### src/rtl/hecc_pkg.sv
package hecc_pkg;
  typedef enum logic [1:0] {
    CHK_CLEAN    = 2'd0,
    CHK_FIXABLE  = 2'd1,
    CHK_CODE_ERR = 2'd2,
    CHK_FATAL    = 2'd3
  } chk_status_e;

  localparam int COL_PAIRS = 3;
endpackage

### src/rtl/hecc_accum.sv
module hecc_accum #(
  parameter int IDX_W = 8,
  parameter int RAW_W = 2 * IDX_W + 5
) (
  input  logic             clk,
  input  logic             rst,
  input  logic             clr,
  input  logic             take,
  input  logic [7:0]       data,
  output logic             last,
  output logic             done,
  output logic [RAW_W-1:0] raw_q
);
  import hecc_pkg::*;

  logic [IDX_W-1:0]     cnt, lo, hi, lo_n, hi_n;
  logic [COL_PAIRS-1:0] clo, chi, clo_n, chi_n;
  logic                 byte_par;
  logic [RAW_W-1:0]     raw_n;

  assign last = &cnt;

  always_comb begin
    byte_par = ^data;
    for (int k = 0; k < IDX_W; k++) begin
      lo_n[k] = lo[k] ^ (byte_par & ~cnt[k]);
      hi_n[k] = hi[k] ^ (byte_par & cnt[k]);
    end
    clo_n = clo;
    chi_n = chi;
    for (int m = 0; m < COL_PAIRS; m++) begin
      for (int b = 0; b < 8; b++) begin
        if (((b >> m) & 1) == 1) chi_n[m] = chi_n[m] ^ data[b];
        else                     clo_n[m] = clo_n[m] ^ data[b];
      end
    end
  end

  // column pairs in the low bits, line pairs above, top odd line bit dropped
  for (genvar m = 0; m < COL_PAIRS; m++) begin : g_col
    assign raw_n[2*m]   = clo_n[m];
    assign raw_n[2*m+1] = chi_n[m];
  end
  for (genvar k = 0; k < IDX_W - 1; k++) begin : g_line
    assign raw_n[2*COL_PAIRS+2*k]   = lo_n[k];
    assign raw_n[2*COL_PAIRS+2*k+1] = hi_n[k];
  end
  assign raw_n[RAW_W-1] = lo_n[IDX_W-1];

  always_ff @(posedge clk) begin
    if (rst) begin
      cnt   <= '0;
      lo    <= '0;
      hi    <= '0;
      clo   <= '0;
      chi   <= '0;
      raw_q <= '0;
      done  <= 1'b0;
    end else begin
      done <= 1'b0;
      if (clr) begin
        cnt <= '0;
        lo  <= '0;
        hi  <= '0;
        clo <= '0;
        chi <= '0;
      end else if (take) begin
        cnt <= cnt + IDX_W'(1);
        if (last) begin
          raw_q <= raw_n;
          done  <= 1'b1;
          lo    <= '0;
          hi    <= '0;
          clo   <= '0;
          chi   <= '0;
        end else begin
          lo  <= lo_n;
          hi  <= hi_n;
          clo <= clo_n;
          chi <= chi_n;
        end
      end
    end
  end
endmodule

### src/rtl/hecc_encode.sv
module hecc_encode #(
  parameter int RAW_W  = 21,
  parameter int CODE_W = 24
) (
  input  logic [RAW_W-1:0]  raw,
  output logic [CODE_W-1:0] code
);
  assign code = ~(CODE_W'(raw) << 2);
endmodule

### src/rtl/hecc_check.sv
module hecc_check #(
  parameter int IDX_W  = 8,
  parameter int RAW_W  = 2 * IDX_W + 5,
  parameter int CODE_W = 24
) (
  input  logic              clk,
  input  logic              rst,
  input  logic              valid,
  input  logic [CODE_W-1:0] code_in,
  input  logic [CODE_W-1:0] ref_code,
  output logic              done,
  output logic [1:0]        status,
  output logic [IDX_W-1:0]  err_byte,
  output logic [2:0]        err_bit
);
  import hecc_pkg::*;

  localparam int NPAIR = IDX_W - 1 + COL_PAIRS;
  localparam logic [CODE_W-1:0] FIELD = CODE_W'({RAW_W{1'b1}}) << 2;

  logic [CODE_W-1:0] syn;
  logic [RAW_W-1:0]  r;
  logic              outside, pairs_ok;
  logic [IDX_W-1:0]  loc_byte;
  logic [2:0]        loc_bit;
  chk_status_e       verdict;

  always_comb begin
    syn     = code_in ^ ref_code;
    r       = syn[2 +: RAW_W];
    outside = |(syn & ~FIELD);
    pairs_ok = 1'b1;
    for (int q = 0; q < NPAIR; q++) pairs_ok = pairs_ok & (r[2*q] ^ r[2*q+1]);
    for (int k = 0; k < IDX_W - 1; k++) loc_byte[k] = r[2*COL_PAIRS+2*k+1];
    loc_byte[IDX_W-1] = ~r[RAW_W-1];
    for (int m = 0; m < COL_PAIRS; m++) loc_bit[m] = r[2*m+1];
    if (syn == '0)                   verdict = CHK_CLEAN;
    else if ($countones(syn) == 1)   verdict = CHK_CODE_ERR;
    else if (!outside && pairs_ok)   verdict = CHK_FIXABLE;
    else                             verdict = CHK_FATAL;
  end

  always_ff @(posedge clk) begin
    if (rst) begin
      done     <= 1'b0;
      status   <= CHK_CLEAN;
      err_byte <= '0;
      err_bit  <= '0;
    end else begin
      done <= valid;
      if (valid) begin
        status   <= verdict;
        err_byte <= (verdict == CHK_FIXABLE) ? loc_byte : '0;
        err_bit  <= (verdict == CHK_FIXABLE) ? loc_bit : '0;
      end
    end
  end
endmodule

### src/rtl/nand_hamming_ecc.sv
module nand_hamming_ecc #(
  parameter int IDX_W = 8,
  localparam int RAW_W  = 2 * IDX_W + 5,
  localparam int CODE_W = ((RAW_W + 2 + 7) / 8) * 8
) (
  input  logic              clk,
  input  logic              rst,
  input  logic              ecc_en,
  input  logic              ecc_clr,
  input  logic              in_valid,
  output logic              in_ready,
  input  logic [7:0]        in_data,
  output logic              blk_done,
  output logic              par_ready,
  output logic [RAW_W-1:0]  raw_par,
  output logic [CODE_W-1:0] code_out,
  input  logic              chk_valid,
  input  logic [CODE_W-1:0] chk_code,
  output logic              chk_done,
  output logic [1:0]        chk_status,
  output logic [IDX_W-1:0]  err_byte,
  output logic [2:0]        err_bit
);
  logic take, last;

  assign in_ready = ~ecc_clr;
  assign take     = in_valid & in_ready & ecc_en;

  hecc_accum #(.IDX_W(IDX_W), .RAW_W(RAW_W)) u_accum (
    .clk(clk), .rst(rst), .clr(ecc_clr), .take(take), .data(in_data),
    .last(last), .done(blk_done), .raw_q(raw_par)
  );

  hecc_encode #(.RAW_W(RAW_W), .CODE_W(CODE_W)) u_encode (
    .raw(raw_par), .code(code_out)
  );

  hecc_check #(.IDX_W(IDX_W), .RAW_W(RAW_W), .CODE_W(CODE_W)) u_check (
    .clk(clk), .rst(rst), .valid(chk_valid), .code_in(chk_code),
    .ref_code(code_out), .done(chk_done), .status(chk_status),
    .err_byte(err_byte), .err_bit(err_bit)
  );

  always_ff @(posedge clk) begin
    if (rst)               par_ready <= 1'b0;
    else if (ecc_clr)      par_ready <= 1'b0;
    else if (take && last) par_ready <= 1'b1;
  end
endmodule

### config.mk
export PLATFORM = sky130hd
export DESIGN_NAME = nand_hamming_ecc
export DESIGN_NICKNAME = d
export VERILOG_FILES = /design/src/rtl/hecc_pkg.sv /design/src/rtl/hecc_accum.sv /design/src/rtl/hecc_encode.sv /design/src/rtl/hecc_check.sv /design/src/rtl/nand_hamming_ecc.sv
export SDC_FILE = /design/constraint.sdc
export NUM_CORES = 1
export LEC_CHECK = 0
export BUFFER_PORTS_ARGS = -buffer_cell sky130_fd_sc_hd__buf_4
export CAP_MARGIN = 20
export CORE_MARGIN = 2
export CORE_UTILIZATION = 60
export CTS_BUF_LIST = sky130_fd_sc_hd__clkbuf_2
export CTS_CLUSTER_SIZE = 25
export DETAILED_ROUTE_END_ITERATION = 12
export PLACE_DENSITY = 0.95
export SLEW_MARGIN = 20
export SYNTH_ARGS = -nofsm -noshare
export SYNTH_HDL_FRONTEND = slang
export SYNTH_SLANG_ARGS = --single-unit
### constraint.sdc
create_clock -name clk -period 16.3 [get_ports clk]
set_clock_uncertainty 0.2 [all_clocks]
set_input_delay 0 -clock clk [delete_from_list [all_inputs] [get_ports clk]]
set_output_delay 0 -clock clk [all_outputs]
set_load 0.005 [all_outputs]
==> flow_summary.json <==
{
  "status": "complete, no violations",
  "vias": 3976,
  "multi_input_area_sq_um": 2477,
  "cts_resized": 0,
  "drcViolationCount": 0,
  "fillCellCount": 417,
  "yosysUniqueCellTypes": 42,
  "synthFlopType": "dfxtp_1",
  "die-width_um": 87.70,
  "pin_count": 100,
  "grt_use_met3_pct": 5.372,
  "grt_pass1_wl_um": 18890,
  "synth_seq_area_share_pct": 31.44,
  "synth_area_sq_um": 4203,
  "first_pass_iters": 5,
  "cpPeakStageDelay_ps": 570,
  "grt_pass1_vias": 3947,
  "vias_per_cell": 5.538,
  "path_max_fanout": 4,
  "p_per_area_nw_per_um2": 88.67,
  "drtIter0Drc": 266,
  "netlist_instances": 493,
  "placed_cells": 668,
  "die_area_sq_um": 7690,
  "fin_cells": 718,
  "crit_buf_inv": 5,
  "critPathKind": "reg -> reg",
  "io_buffer_count": 96,
  "finalHoldViolations": 0,
  "cts_buffers": 9,
  "clock_sinks": 66,
  "min_period_ps": 6314,
  "grt-busiest-layer": "met2",
  "regArea_sq_um": 1321,
  "report.final.slew_viol_count": 0,
  "routabilityCongestion": 0.8490,
  "cts-htree-levels": 3,
  "grt_setup_unrepaired": "false",
  "tns_ps": 0,
  "grtUsageMet1_pct": 36.85,
  "core_area_sq_um": 6794,
  "met2_usage_pct": 58.68,
  "rows": 30,
  "syn_area_per_cell_sq_um": 8.525,
  "drt-total-wl_um": 12060,
  "worstHoldPathType": "in -> reg",
  "relSlewSlack_pct": 28.95,
  "clock_latency_ps": 550,
  "final_antenna_net_count": 0,
  "antenna_found_initial": 0,
  "grtUsageTotal_pct": 31.87,
  "cts_tree": "yes",
  "yosys_register_bits": 66,
  "cp-end-kind": "flip-flop",
  "finalNetCount": 708,
  "synthArstFlopShare_pct": 0,
  "root_buffer": "clkbuf_2",
  "grt-ovfl-total": 0,
  "timing.fmax_mhz": 158.4,
  "critPathSlowestCell": "fa_1",
  "dieHeight_um": 87.70,
  "crit_arrival_ps": 6610,
  "ir_drop_mv": 0.07025,
  "path_delay_family": "adder cells",
  "crit_chain": "xor2_1 -> inv_1 -> ha_1 -> fa_1 -> inv_1 -> fa_1 -> fa_1 -> fa_1 -> inv_1 -> fa_1 -> ha_1 -> inv_1 -> fa_1 -> nor4bb_1 -> nand4b_1 -> o21ai_0 -> nand3_1 -> a21oi_1 -> dlygate4sd3_1",
  "drv_cap": 0,
  "ys_warn_count": 0,
  "clockBufferDepth": 2,
  "required_ps": 16590,
  "areaGrowthSynthToFinish_pct": 29.68,
  "clk_pin_slew_ps": 230,
  "cp-start-kind": "flip-flop",
  "start_util_pct": 61.86,
  "worstMarginPinSlew_ps": 1062,
  "finalCritPeriodShare_pct": 38.74,
  "setup_viol": 0,
  "n_antenna_cell": 0,
  "routedWlPerCell_um": 16.80,
  "dpl.hpwl_um": 8335,
  "leakage_uw": 0.002367,
  "synth_enable_flop_cells": 0,
  "crit_path_frequent_cell": "fa_1",
  "drive_gt1_share_pct": 18.97,
  "grt_start_max_net_pins": 38
}
-- final timing paths --
check	cells past startpoint	end	startpoint	slack (ps)
setup reg to reg	19	u_check.status[1]	u_accum.raw_q[20]	9990
hold reg to reg	2	u_accum.raw_q[20]	u_accum.lo[7]	260
setup / recovery	19	u_check.status[1]	u_accum.raw_q[20]	9990
hold / removal	6	u_accum.raw_q[5]	in_data[7]	70
-- cell usage after synthesis, types with 4 or more instances --
master / number / area [sq um]
o311ai_1: 7 / 61.31
clkbuf_1: 16 / 60.06
nor2b_1: 14 / 87.58
nor3_1: 10 / 50.05
o32ai_1: 7 / 61.31
xnor2_1: 38 / 332.8
a22oi_1: 4 / 30.03
o31ai_1: 9 / 67.56
dfxtp_1: 66 / 1321
or3_1: 10 / 62.56
o21ai_0: 15 / 75.07
a21oi_1: 26 / 130.1
nand2_1: 36 / 135.1
fa_1: 19 / 380.4
nor2_1: 36 / 135.1
nand3_1: 6 / 30.03
inv_1: 87 / 326.6
xor2_1: 7 / 61.31
a311oi_1: 8 / 70.07
nand4_1: 9 / 56.30
ha_1: 34 / 425.4
-- cell families after synthesis --
kind of cell    share of synthesized area (%)
simple gates                            16.05
buf+inv                                 9.973
compound gates                          13.13
flops                                   31.44
fa+ha+maj                               19.17
xor+xnor                                10.15
other cells                           0.08923
-- report_power, final --
group	internal, uW	switching (uW)	total, uW
Clock	38.1	72.4	111
Sequential	164	1.59	166
Combinational	93.3	114	207
-- sequential cells by signal, summed over array words and instances (netlist names) --
name / cells
u_accum.lo: 8
par_ready: 1
u_check.status: 2
u_check.err_byte: 8
u_accum.raw_q: 21
u_accum.hi: 7
u_accum.cnt: 8
u_accum.clo: 3
u_check.err_bit: 3
u_accum.chi: 3
u_check.done: 1
u_accum.done: 1
-- cell usage in the layout, fill, tap and decap left out, drive strengths merged, types with 10 or more instances in the layout --
cell type,n
buf,98
inv,90
dfxtp,66
xnor2,40
nand2,36
nor2,36
ha,34
dlygate4sd3,34
a21oi,26
fa,19
o21ai,16
nor2b,14
or3,10
nor3,10
-- area by class of cell --
cell class                      count  share of cell area (%)
Tap cell                           96                   2.204
Multi-Input combinational cell    321                   45.45
Clock inverter                      7                   1.538
Timing Repair Buffer              132                   19.74
Clock buffer                        9                  0.8264
Sequential cell                    66                   24.24
Inverter                           87                   5.992
-- metal layers --
metal / share of wire, % / routed length [um]
met5: 0 / 0
met2: 53 / 6425
met3: 6.0 / 720
met1: 37 / 4482
met4: 3.6 / 431
-- timing repair --
action                    4_1_cts  5_1_grt
buffers inserted                0        0
hold endpoints to repair       63        0
hold buffers                   34        0
-- stage by stage --
step | worst slack (ps) | utilization, % | cell area [sq um] | hold slack (ps) | total power (uW)
final | 9986 | 80.22 | 5450 | 74.03 | 483.3
after global routing | 9726 | 80.22 | 5450 | 106.0 | 519.0
after CTS | 10040 | 80.22 | 5450 | 29.45 | 484.2
after detailed placement | 10240 | 73.31 | 4981 | 66.62 | 367.4
after global placement | 10430 | 73.31 | 4981 | 70.34 | 351.8
after floorplan | 10820 | - | 4210 | -165.8 | 313.2
-- worst register-to-register path, stage by stage (launching register included) --
cell	delay [ps]
dfxtp_1	470
xor2_1	470
inv_1	100
ha_1	230
fa_1	570
inv_1	60
fa_1	520
fa_1	440
fa_1	540
inv_1	50
fa_1	530
ha_1	170
inv_1	60
fa_1	470
nor4bb_1	200
nand4b_1	180
o21ai_0	200
nand3_1	100
a21oi_1	130
dlygate4sd3_1	560
No activity file was read; power rests on OpenSTA's default activity.
